**src/rtl/csr_window_pkg.sv**
```systemverilog
package csr_window_pkg;

    // geometry of the window
    localparam int unsigned SEL_W   = 12;
    localparam int unsigned IDX_W   = 2;
    localparam int unsigned ADDR_W  = 16;
    localparam int unsigned WORD_W  = 32;
    localparam int unsigned BYTE_W  = 8;

    localparam int unsigned LANE_STEPS = WORD_W / BYTE_W;
    localparam int unsigned FLAG_STEPS = WORD_W;
    localparam int unsigned STEP_W     = $clog2(FLAG_STEPS) + 1;
    localparam int unsigned LANE_IDX_W = $clog2(LANE_STEPS);
    localparam int unsigned FLAG_IDX_W = $clog2(FLAG_STEPS);
    localparam int unsigned BYTE_SH    = $clog2(BYTE_W);

    // select ranges (order is behaviour: ranges are contiguous)
    localparam logic [SEL_W-1:0] SEL_FLAG_LO  = SEL_W'(12'h400);
    localparam logic [SEL_W-1:0] SEL_TRIG_LO  = SEL_W'(12'h480);
    localparam logic [SEL_W-1:0] SEL_TRIG_END = SEL_W'(12'h4A0);

    // register file layout
    localparam logic [ADDR_W-1:0] IRQ_BASE    = ADDR_W'(16'h1000);
    localparam logic [ADDR_W-1:0] TRIG_BASE   = ADDR_W'(16'h0040);
    localparam int unsigned       IRQ_STRIDE_SH = 2;   // 4 bytes per interrupt
    localparam int unsigned       GRP_LANE_SH   = 4;   // 4 interrupts per select
    localparam int unsigned       GRP_FLAG_SH   = 7;   // 32 interrupts per select
    localparam logic [ADDR_W-1:0] LANE_PEND   = ADDR_W'(0);
    localparam logic [ADDR_W-1:0] LANE_ENA    = ADDR_W'(1);
    localparam logic [ADDR_W-1:0] LANE_ATTR   = ADDR_W'(2);
    localparam logic [ADDR_W-1:0] LANE_CTRL   = ADDR_W'(3);

    typedef enum logic [1:0] {
        OP_NONE  = 2'd0,
        OP_LANES = 2'd1,
        OP_FLAGS = 2'd2,
        OP_WORD  = 2'd3
    } op_e;

    typedef enum logic [1:0] {
        ST_IDLE = 2'd0,
        ST_RUN  = 2'd1,
        ST_DONE = 2'd2
    } state_e;

    typedef struct packed {
        op_e               op;
        logic              wr;
        logic [ADDR_W-1:0] addr;
        logic [STEP_W-1:0] steps;
    } plan_t;

    function automatic logic uses_bytes(input op_e op);
        return (op == OP_LANES) || (op == OP_FLAGS);
    endfunction

endpackage

```
**src/rtl/csr_window_decode.sv**
```systemverilog
module csr_window_decode
    import csr_window_pkg::*;
(
    input  logic [SEL_W-1:0] sel,
    input  logic [IDX_W-1:0] idx,
    input  logic             wr,
    output plan_t            plan
);

    logic idx_ok;
    logic in_lanes;
    logic in_flags;
    logic in_trig;

    assign idx_ok   = (idx < IDX_W'(2));
    assign in_lanes = (sel < SEL_FLAG_LO);
    assign in_flags = (sel >= SEL_FLAG_LO) && (sel < SEL_TRIG_LO);
    assign in_trig  = (sel >= SEL_TRIG_LO) && (sel < SEL_TRIG_END);

    always_comb begin
        plan       = '0;
        plan.op    = OP_NONE;
        plan.wr    = wr;
        if (idx_ok) begin
            if (in_lanes) begin
                plan.op    = OP_LANES;
                plan.addr  = IRQ_BASE + (ADDR_W'(sel) << GRP_LANE_SH)
                           + (idx[0] ? LANE_ATTR : LANE_CTRL);
                plan.steps = STEP_W'(LANE_STEPS);
            end else if (in_flags) begin
                plan.op    = OP_FLAGS;
                plan.addr  = IRQ_BASE + (ADDR_W'(sel - SEL_FLAG_LO) << GRP_FLAG_SH)
                           + (idx[0] ? LANE_ENA : LANE_PEND);
                plan.steps = STEP_W'(FLAG_STEPS);
            end else if (in_trig && !idx[0]) begin
                plan.op    = OP_WORD;
                plan.addr  = TRIG_BASE + ADDR_W'(sel - SEL_TRIG_LO);
                plan.steps = STEP_W'(1);
            end
        end
    end

endmodule

```
**src/rtl/csr_window_ctrl.sv**
```systemverilog
module csr_window_ctrl
    import csr_window_pkg::*;
(
    input  logic              clk,
    input  logic              rst,
    input  logic              req_valid,
    input  plan_t             plan_d,
    output plan_t             plan_q,
    output logic [STEP_W-1:0] step_q,
    output logic              accept,
    output logic              active,
    output logic              busy,
    output logic              done
);

    state_e state_q;
    logic   last_step;

    assign accept    = req_valid && (state_q == ST_IDLE);
    assign active    = (state_q == ST_RUN);
    assign busy      = (state_q != ST_IDLE);
    assign done      = (state_q == ST_DONE);
    assign last_step = (step_q == plan_q.steps - STEP_W'(1));

    always_ff @(posedge clk) begin
        if (rst) begin
            state_q <= ST_IDLE;
            step_q  <= '0;
            plan_q  <= '0;
        end else begin
            case (state_q)
                ST_IDLE: begin
                    if (accept) begin
                        plan_q  <= plan_d;
                        step_q  <= '0;
                        state_q <= (plan_d.op == OP_NONE) ? ST_DONE : ST_RUN;
                    end
                end
                ST_RUN: begin
                    if (last_step) begin
                        state_q <= ST_DONE;
                    end else begin
                        step_q <= step_q + STEP_W'(1);
                    end
                end
                default: begin
                    state_q <= ST_IDLE;
                end
            endcase
        end
    end

    AST_RESET_QUIET: assert property (@(posedge clk) rst |=> (!busy && !done));
    AST_DONE_PULSE: assert property (@(posedge clk) disable iff (rst) done |=> !done);
    AST_BUSY_HOLDS: assert property (@(posedge clk) disable iff (rst) (busy && !done) |=> busy);

endmodule

```
**src/rtl/csr_window_pack.sv**
```systemverilog
module csr_window_pack
    import csr_window_pkg::*;
(
    input  logic              clk,
    input  logic              rst,
    input  logic              accept,
    input  logic [WORD_W-1:0] req_wdata,
    input  op_e               op,
    input  logic              wr,
    input  logic              active,
    input  logic [STEP_W-1:0] step_q,
    input  logic [BYTE_W-1:0] bp_rdata,
    input  logic [WORD_W-1:0] wp_rdata,
    output logic [BYTE_W-1:0] byte_wdata,
    output logic [WORD_W-1:0] word_wdata,
    output logic [WORD_W-1:0] rdata
);

    logic [WORD_W-1:0]     wdata_q;
    logic [WORD_W-1:0]     rbuf_q;
    logic [LANE_IDX_W-1:0] lane_k;
    logic [FLAG_IDX_W-1:0] flag_b;
    logic [FLAG_IDX_W-1:0] lane_lsb;

    assign lane_k   = step_q[LANE_IDX_W-1:0];
    assign flag_b   = step_q[FLAG_IDX_W-1:0];
    assign lane_lsb = FLAG_IDX_W'({lane_k, BYTE_SH'(0)});

    always_comb begin
        case (op)
            OP_LANES: byte_wdata = wdata_q[lane_lsb +: BYTE_W];
            OP_FLAGS: byte_wdata = {{(BYTE_W-1){1'b0}}, wdata_q[flag_b]};
            default:  byte_wdata = '0;
        endcase
    end

    assign word_wdata = wdata_q;
    assign rdata      = rbuf_q;

    always_ff @(posedge clk) begin
        if (rst) begin
            wdata_q <= '0;
            rbuf_q  <= '0;
        end else if (accept) begin
            wdata_q <= req_wdata;
            rbuf_q  <= '0;
        end else if (active && !wr) begin
            case (op)
                OP_LANES: rbuf_q[lane_lsb +: BYTE_W] <= bp_rdata;
                OP_FLAGS: rbuf_q[flag_b]             <= bp_rdata[0];
                OP_WORD:  rbuf_q                     <= wp_rdata;
                default:  rbuf_q                     <= rbuf_q;
            endcase
        end
    end

endmodule

```
**src/rtl/csr_window_seq.sv**
```systemverilog
module csr_window_seq
    import csr_window_pkg::*;
#(
    parameter int unsigned P_SEL_W  = SEL_W,
    parameter int unsigned P_IDX_W  = IDX_W,
    parameter int unsigned P_ADDR_W = ADDR_W,
    parameter int unsigned P_WORD_W = WORD_W,
    parameter int unsigned P_BYTE_W = BYTE_W
) (
    input  logic                clk,
    input  logic                rst,
    input  logic                req_valid,
    input  logic [P_SEL_W-1:0]  req_sel,
    input  logic [P_IDX_W-1:0]  req_idx,
    input  logic                req_write,
    input  logic [P_WORD_W-1:0] req_wdata,
    output logic                busy,
    output logic                done,
    output logic [P_WORD_W-1:0] rdata,
    output logic                bp_en,
    output logic                bp_we,
    output logic [P_ADDR_W-1:0] bp_addr,
    output logic [P_BYTE_W-1:0] bp_wdata,
    input  logic [P_BYTE_W-1:0] bp_rdata,
    output logic                wp_en,
    output logic                wp_we,
    output logic [P_ADDR_W-1:0] wp_addr,
    output logic [P_WORD_W-1:0] wp_wdata,
    input  logic [P_WORD_W-1:0] wp_rdata
);

    plan_t             plan_d;
    plan_t             plan_q;
    logic [STEP_W-1:0] step_q;
    logic              accept;
    logic              active;

    csr_window_decode u_decode (
        .sel  (SEL_W'(req_sel)),
        .idx  (IDX_W'(req_idx)),
        .wr   (req_write),
        .plan (plan_d)
    );

    csr_window_ctrl u_ctrl (
        .clk       (clk),
        .rst       (rst),
        .req_valid (req_valid),
        .plan_d    (plan_d),
        .plan_q    (plan_q),
        .step_q    (step_q),
        .accept    (accept),
        .active    (active),
        .busy      (busy),
        .done      (done)
    );

    logic [BYTE_W-1:0] byte_wdata;
    logic [WORD_W-1:0] word_wdata;
    logic [WORD_W-1:0] rdata_int;

    csr_window_pack u_pack (
        .clk        (clk),
        .rst        (rst),
        .accept     (accept),
        .req_wdata  (WORD_W'(req_wdata)),
        .op         (plan_q.op),
        .wr         (plan_q.wr),
        .active     (active),
        .step_q     (step_q),
        .bp_rdata   (BYTE_W'(bp_rdata)),
        .wp_rdata   (WORD_W'(wp_rdata)),
        .byte_wdata (byte_wdata),
        .word_wdata (word_wdata),
        .rdata      (rdata_int)
    );

    assign bp_en    = active && uses_bytes(plan_q.op);
    assign bp_we    = bp_en && plan_q.wr;
    assign bp_addr  = P_ADDR_W'(plan_q.addr + (ADDR_W'(step_q) << IRQ_STRIDE_SH));
    assign bp_wdata = P_BYTE_W'(byte_wdata);
    assign wp_en    = active && (plan_q.op == OP_WORD);
    assign wp_we    = wp_en && plan_q.wr;
    assign wp_addr  = P_ADDR_W'(plan_q.addr);
    assign wp_wdata = P_WORD_W'(word_wdata);
    assign rdata    = P_WORD_W'(rdata_int);

    AST_IDLE_NO_ACCESS: assert property (@(posedge clk) disable iff (rst) !busy |-> (!bp_en && !wp_en));
    AST_ONE_PORT: assert property (@(posedge clk) disable iff (rst) !(bp_en && wp_en));
    AST_BYTE_STRIDE: assert property (@(posedge clk) disable iff (rst) (bp_en && $past(bp_en)) |-> (bp_addr == $past(bp_addr) + P_ADDR_W'(4)));
    AST_DONE_NO_ACCESS: assert property (@(posedge clk) disable iff (rst) done |-> (!bp_en && !wp_en));

endmodule

```
**config.mk**
```make
export PLATFORM = sky130hd
export DESIGN_NAME = csr_window_seq
export DESIGN_NICKNAME = d
export VERILOG_FILES = /design/src/rtl/csr_window_pkg.sv /design/src/rtl/csr_window_decode.sv /design/src/rtl/csr_window_ctrl.sv /design/src/rtl/csr_window_pack.sv /design/src/rtl/csr_window_seq.sv
export SDC_FILE = /design/constraint.sdc
export NUM_CORES = 1
export LEC_CHECK = 0
export BUFFER_PORTS_ARGS = -buffer_cell sky130_fd_sc_hd__buf_2
export CORE_ASPECT_RATIO = 0.6
export CORE_MARGIN = 4
export CORE_UTILIZATION = 47
export CTS_CLUSTER_SIZE = 30
export DETAILED_ROUTE_END_ITERATION = 7
export PLACE_DENSITY = 0.77
export SLEW_MARGIN = 20
export SYNTH_ARGS = -nofsm -noshare
export SYNTH_HDL_FRONTEND = slang
export SYNTH_SLANG_ARGS = --single-unit
```
**constraint.sdc**
```tcl
create_clock -name clk -period 2.41 [get_ports clk]
set_input_delay 0.1205 -clock clk [delete_from_list [all_inputs] [get_ports clk]]
set_output_delay 0.1205 -clock clk [all_outputs]
set_load 0.01 [all_outputs]
```
==> flow_summary.html <==
<table>
<tr><th>Metric</th><th>Value</th></tr>
<tr><th colspan="2">Setup path</th></tr>
<tr><td>Critical path arrival</td><td>2.31 ns</td></tr>
<tr><td>Critical register-to-register path startpoint</td><td>u_ctrl.step_q[1]</td></tr>
<tr><td>Crit Path Max Fanout</td><td>5</td></tr>
<tr><td>Worst Path Required</td><td>2.29 ns</td></tr>
<tr><td>Category of the most critical setup path</td><td>flip-flop to output port</td></tr>
<tr><td>Destination of the worst register-to-register timing path</td><td>u_ctrl.state_q[1]</td></tr>
<tr><td>FF-to-FF path depth</td><td>7</td></tr>
<tr><td>Startpoint kind of the worst setup timing path</td><td>flip-flop</td></tr>
<tr><td>Setup slack on the worst flop-to-flop path</td><td>0.13 ns</td></tr>
<tr><td>Crit path capture type</td><td>output port</td></tr>
<tr><th colspan="2">Clock network</th></tr>
<tr><td>Clock latency of the later-clocked register in the worst-skew pair</td><td>0.33 ns</td></tr>
<tr><td>Number of buffers created by CTS</td><td>9</td></tr>
<tr><td>Clock Path Buffers</td><td>2</td></tr>
<tr><td>Clock-pin slew reported for the worst setup and hold paths after clock tree synthesis</td><td>0.07 ns</td></tr>
<tr><td>CTS tree</td><td>built</td></tr>
<tr><td>Clock tree root buffer cell</td><td>clkbuf_16</td></tr>
<tr><td>H-tree depth reported by CTS</td><td>3</td></tr>
<tr><td>Number of clock sinks seen by CTS</td><td>94</td></tr>
<tr><td>Number of hold-repair buffers added at the cts stage</td><td>0</td></tr>
<tr><th colspan="2">Run</th></tr>
<tr><td>Reported max-cap violation count</td><td>0</td></tr>
<tr><th colspan="2">Min path</th></tr>
<tr><td>Type of the most critical hold path</td><td>primary input to flip-flop</td></tr>
<tr><td>Worst Hold Launch</td><td>req_wdata[8]</td></tr>
<tr><td>Hold-critical path endpoint</td><td>u_pack.word_wdata[8]</td></tr>
<tr><td>Number of stages on the worst hold path</td><td>3</td></tr>
<tr><th colspan="2">Detailed routing</th></tr>
<tr><td>Routed via count divided by cell count</td><td>5.91</td></tr>
<tr><td>Detailed-routing iteration count for the pre-antenna-repair pass</td><td>8</td></tr>
<tr><td>Drc violations</td><td>18</td></tr>
<tr><td>Routed len/inst</td><td>18.7 um</td></tr>
<tr><td>ANT nets after route</td><td>0</td></tr>
<tr><td>Wirelength, routed</td><td>20800 um</td></tr>
<tr><td>Number of design-rule violations left by the first detailed-router iteration</td><td>655</td></tr>
<tr><td>Total via count in the routed design</td><td>6560</td></tr>
<tr><th colspan="2">Die</th></tr>
<tr><td>Die area</td><td>15500 um^2</td></tr>
<tr><td>Total core area</td><td>13000 um^2</td></tr>
<tr><td>Die X</td><td>158 um</td></tr>
<tr><td>Num rows</td><td>32</td></tr>
<tr><td>Initial cell density of the core</td><td>0.487</td></tr>
<tr><td>Die Span Y</td><td>97.9 um</td></tr>
<tr><td>Number of top-level pins</td><td>200</td></tr>
<tr><th colspan="2">Logic synthesis</th></tr>
<tr><td>Number of synthesized register bits</td><td>94</td></tr>
<tr><td>Netlist area before placement</td><td>6330 um^2</td></tr>
<tr><td>Fraction of post-synthesis cell area in the top cell type by area</td><td>0.297</td></tr>
<tr><td>Largest area contributor in the synthesized netlist</td><td>dfxtp_1</td></tr>
<tr><td>Number of cells produced by synthesis</td><td>759</td></tr>
<tr><td>Syn_nets</td><td>880</td></tr>
<tr><td>Yosys cell types</td><td>74</td></tr>
<tr><td>Sequential area share after synthesis</td><td>0.297</td></tr>
<tr><td>Top cell types by occurrence after synthesis</td><td>nand2_1 (100), dfxtp_1 (94), a21oi_1 (75)</td></tr>
<tr><td>Number of warnings reported in the yosys synthesis log</td><td>0</td></tr>
<tr><td>Number of synthesized flops with an enable pin</td><td>0</td></tr>
<tr><td>Leading cell type by number of instances after synthesis</td><td>nand2_1</td></tr>
<tr><td>Async set-reset flop share out of synthesis</td><td>0</td></tr>
<tr><td>Dominant cells by area after synthesis</td><td>dfxtp_1 (30%), a21oi_1 (5.9%), ha_1 (5.9%), nand2_1 (5.9%), mux2_2 (5.2%)</td></tr>
<tr><td>Average footprint of a synthesized cell</td><td>8.34 um^2</td></tr>
<tr><td>Top flip-flop cell by instance count after synthesis</td><td>dfxtp_1</td></tr>
<tr><th colspan="2">GRT</th></tr>
<tr><td>Via count of the first global-routing pass</td><td>5844</td></tr>
<tr><td>Initial antenna violation count</td><td>1</td></tr>
<tr><td>Overall Global Routing Usage</td><td>0.254</td></tr>
<tr><td>Largest net degree at the start of global routing</td><td>36</td></tr>
<tr><td>Remaining Overflow, GRT</td><td>0</td></tr>
<tr><td>First-pass GRT wire length</td><td>31700 um</td></tr>
<tr><th colspan="2">Timing</th></tr>
<tr><td>Fmax achieved</td><td>412 MHz</td></tr>
<tr><td>Pin slew with the least headroom to its limit</td><td>0.787 ns</td></tr>
<tr><td>Hold Vio Cnt, Final</td><td>0</td></tr>
<tr><td>Setup Skew</td><td>0.00815 ns</td></tr>
<tr><td>Final Cycle Share</td><td>1.01</td></tr>
<tr><td>Setup-violating endpoint count in the final report</td><td>1</td></tr>
<tr><td>Setup repair after global routing missed its margin</td><td>yes</td></tr>
<tr><td>Slew Limit Fails</td><td>0</td></tr>
<tr><td>Least setup slack across all paths after layout</td><td>-0.0168 ns</td></tr>
<tr><td>Normalized max-slew margin</td><td>0.475</td></tr>
<tr><td>Post-layout minimum cycle time</td><td>2.43 ns</td></tr>
<tr><th colspan="2">Pwr</th></tr>
<tr><td>Leakage component of the power</td><td>0.00351 uW</td></tr>
<tr><td>Power per cell area</td><td>459 nW/um^2</td></tr>
<tr><td>Max VDD drop</td><td>330 uV</td></tr>
<tr><td>Overall power</td><td>3610 uW</td></tr>
<tr><th colspan="2">Place</th></tr>
<tr><td>Post-detailed-placement cell area</td><td>7400 um^2</td></tr>
<tr><td>Pre-CTS WS</td><td>0.162 ns</td></tr>
<tr><td>Port Buffers</td><td>199</td></tr>
<tr><td>Final weighted congestion of routability-driven global placement</td><td>0.893</td></tr>
<tr><td>Half-perimeter wire length of the detailed placement result</td><td>15800 um</td></tr>
<tr><th colspan="2">Cells and area</th></tr>
<tr><td>Layout filler cell count</td><td>1189</td></tr>
<tr><td>Total inserted antenna cells</td><td>0</td></tr>
<tr><td>Post-route cell area</td><td>7870 um^2</td></tr>
<tr><td>Share of layout cells above drive strength 1</td><td>0.349</td></tr>
<tr><td>Area growth, synth to finish</td><td>24.3%</td></tr>
<tr><td>Nets@finish</td><td>1056</td></tr>
<tr><th colspan="2">Run status</th></tr>
<tr><td>Outcome</td><td>finished, violations left</td></tr>
<tr><td>Violations in the final reports</td><td>design-rule violations, negative setup slack</td></tr>
</table>
power breakdown:
| part | switching [uW] | internal (uW) |
|---|---|---|
| Combinational | 305 | 214 |
| Clock | 622 | 813 |
| Sequential | 60.6 | 1600 |
placed cells by master (no fill, tap or decap), types with 25 or more instances in the layout:
cell	instances
buf_4	31
o21ai_0	39
dfxtp_1	90
nand2_1	100
a21oi_1	74
mux2_2	29
ha_1	29
nor2_1	45
buf_2	199
inv_1	25
routing by layer:
layer	GRT usage	up-vias	share of wire
met2	0.354	376	0.41
li1	-	3122	-
met4	0.0271	2	0.0034
met1	0.388	3052	0.45
met3	0.0903	8	0.14
met5	0	-	0.00062
area by class of cell:
class,instances,area (um^2),area share
clock inverters,6,68.8,0.00874
clock buffers,10,229,0.0291
flip-flops and latches,94,1890,0.241
multi-input cells,570,4060,0.515
repair buffers,234,1310,0.167
well taps,170,213,0.0270
inverters,26,97.6,0.0124
worst max path at each step:
stage / start / end / slack [ns] / depth (start not counted)
finish: u_ctrl.step_q[1] / bp_wdata[0] / -0.02 / 6
CTS: u_ctrl.step_q[0] / bp_addr[12] / 0.001 / 9
floorplan: u_ctrl.step_q[1] / bp_addr[12] / 0.01 / 8
global route: u_ctrl.step_q[0] / bp_wdata[0] / -0.05 / 5
detailed placement: u_ctrl.plan_q[8] / bp_addr[12] / 0.16 / 9
global placement: u_ctrl.step_q[0] / bp_addr[12] / 0.21 / 9
what timing repair did:
| item | 4_1_cts | 5_1_grt |
|---|---|---|
| cloned | 1 | 0 |
| buffers inserted | 6 | 2 |
| pin swaps | 1 | 3 |
| resized for setup | 9 | 17 |
| setup endpoints to repair | 4 | 10 |
| hold endpoints to repair | 0 | 0 |
metrics by stage:
stage          hold slack (ns)   util  std cells  setup TNS (ns)
6_report                0.0168  0.605       1110         -0.0168
5_1_grt                 0.0105  0.605       1110         -0.0901
4_1_cts                 0.0110  0.599       1108               0
3_5_place_dp             0.367  0.568       1085               0
3_3_place_gp             0.363  0.568       1085               0
2_1_floorplan            0.220      -        759               0
worst max-delay path: stages, from the launching register on:
cell	delay, ns
dfxtp_4	0.36
buf_12	0.12
mux4_2	0.48
and4_1	0.21
a221o_1	0.28
o311a_1	0.37
buf_2	0.16
kinds of logic after synthesis:
family | share of synthesized area
mux | 0.109
xor+xnor | 0.0277
buf+inv | 0.0725
fa+ha+maj | 0.0624
compound gates | 0.247
flops | 0.297
simple gates | 0.185
Note: power is estimated with default switching activity, not from simulation.
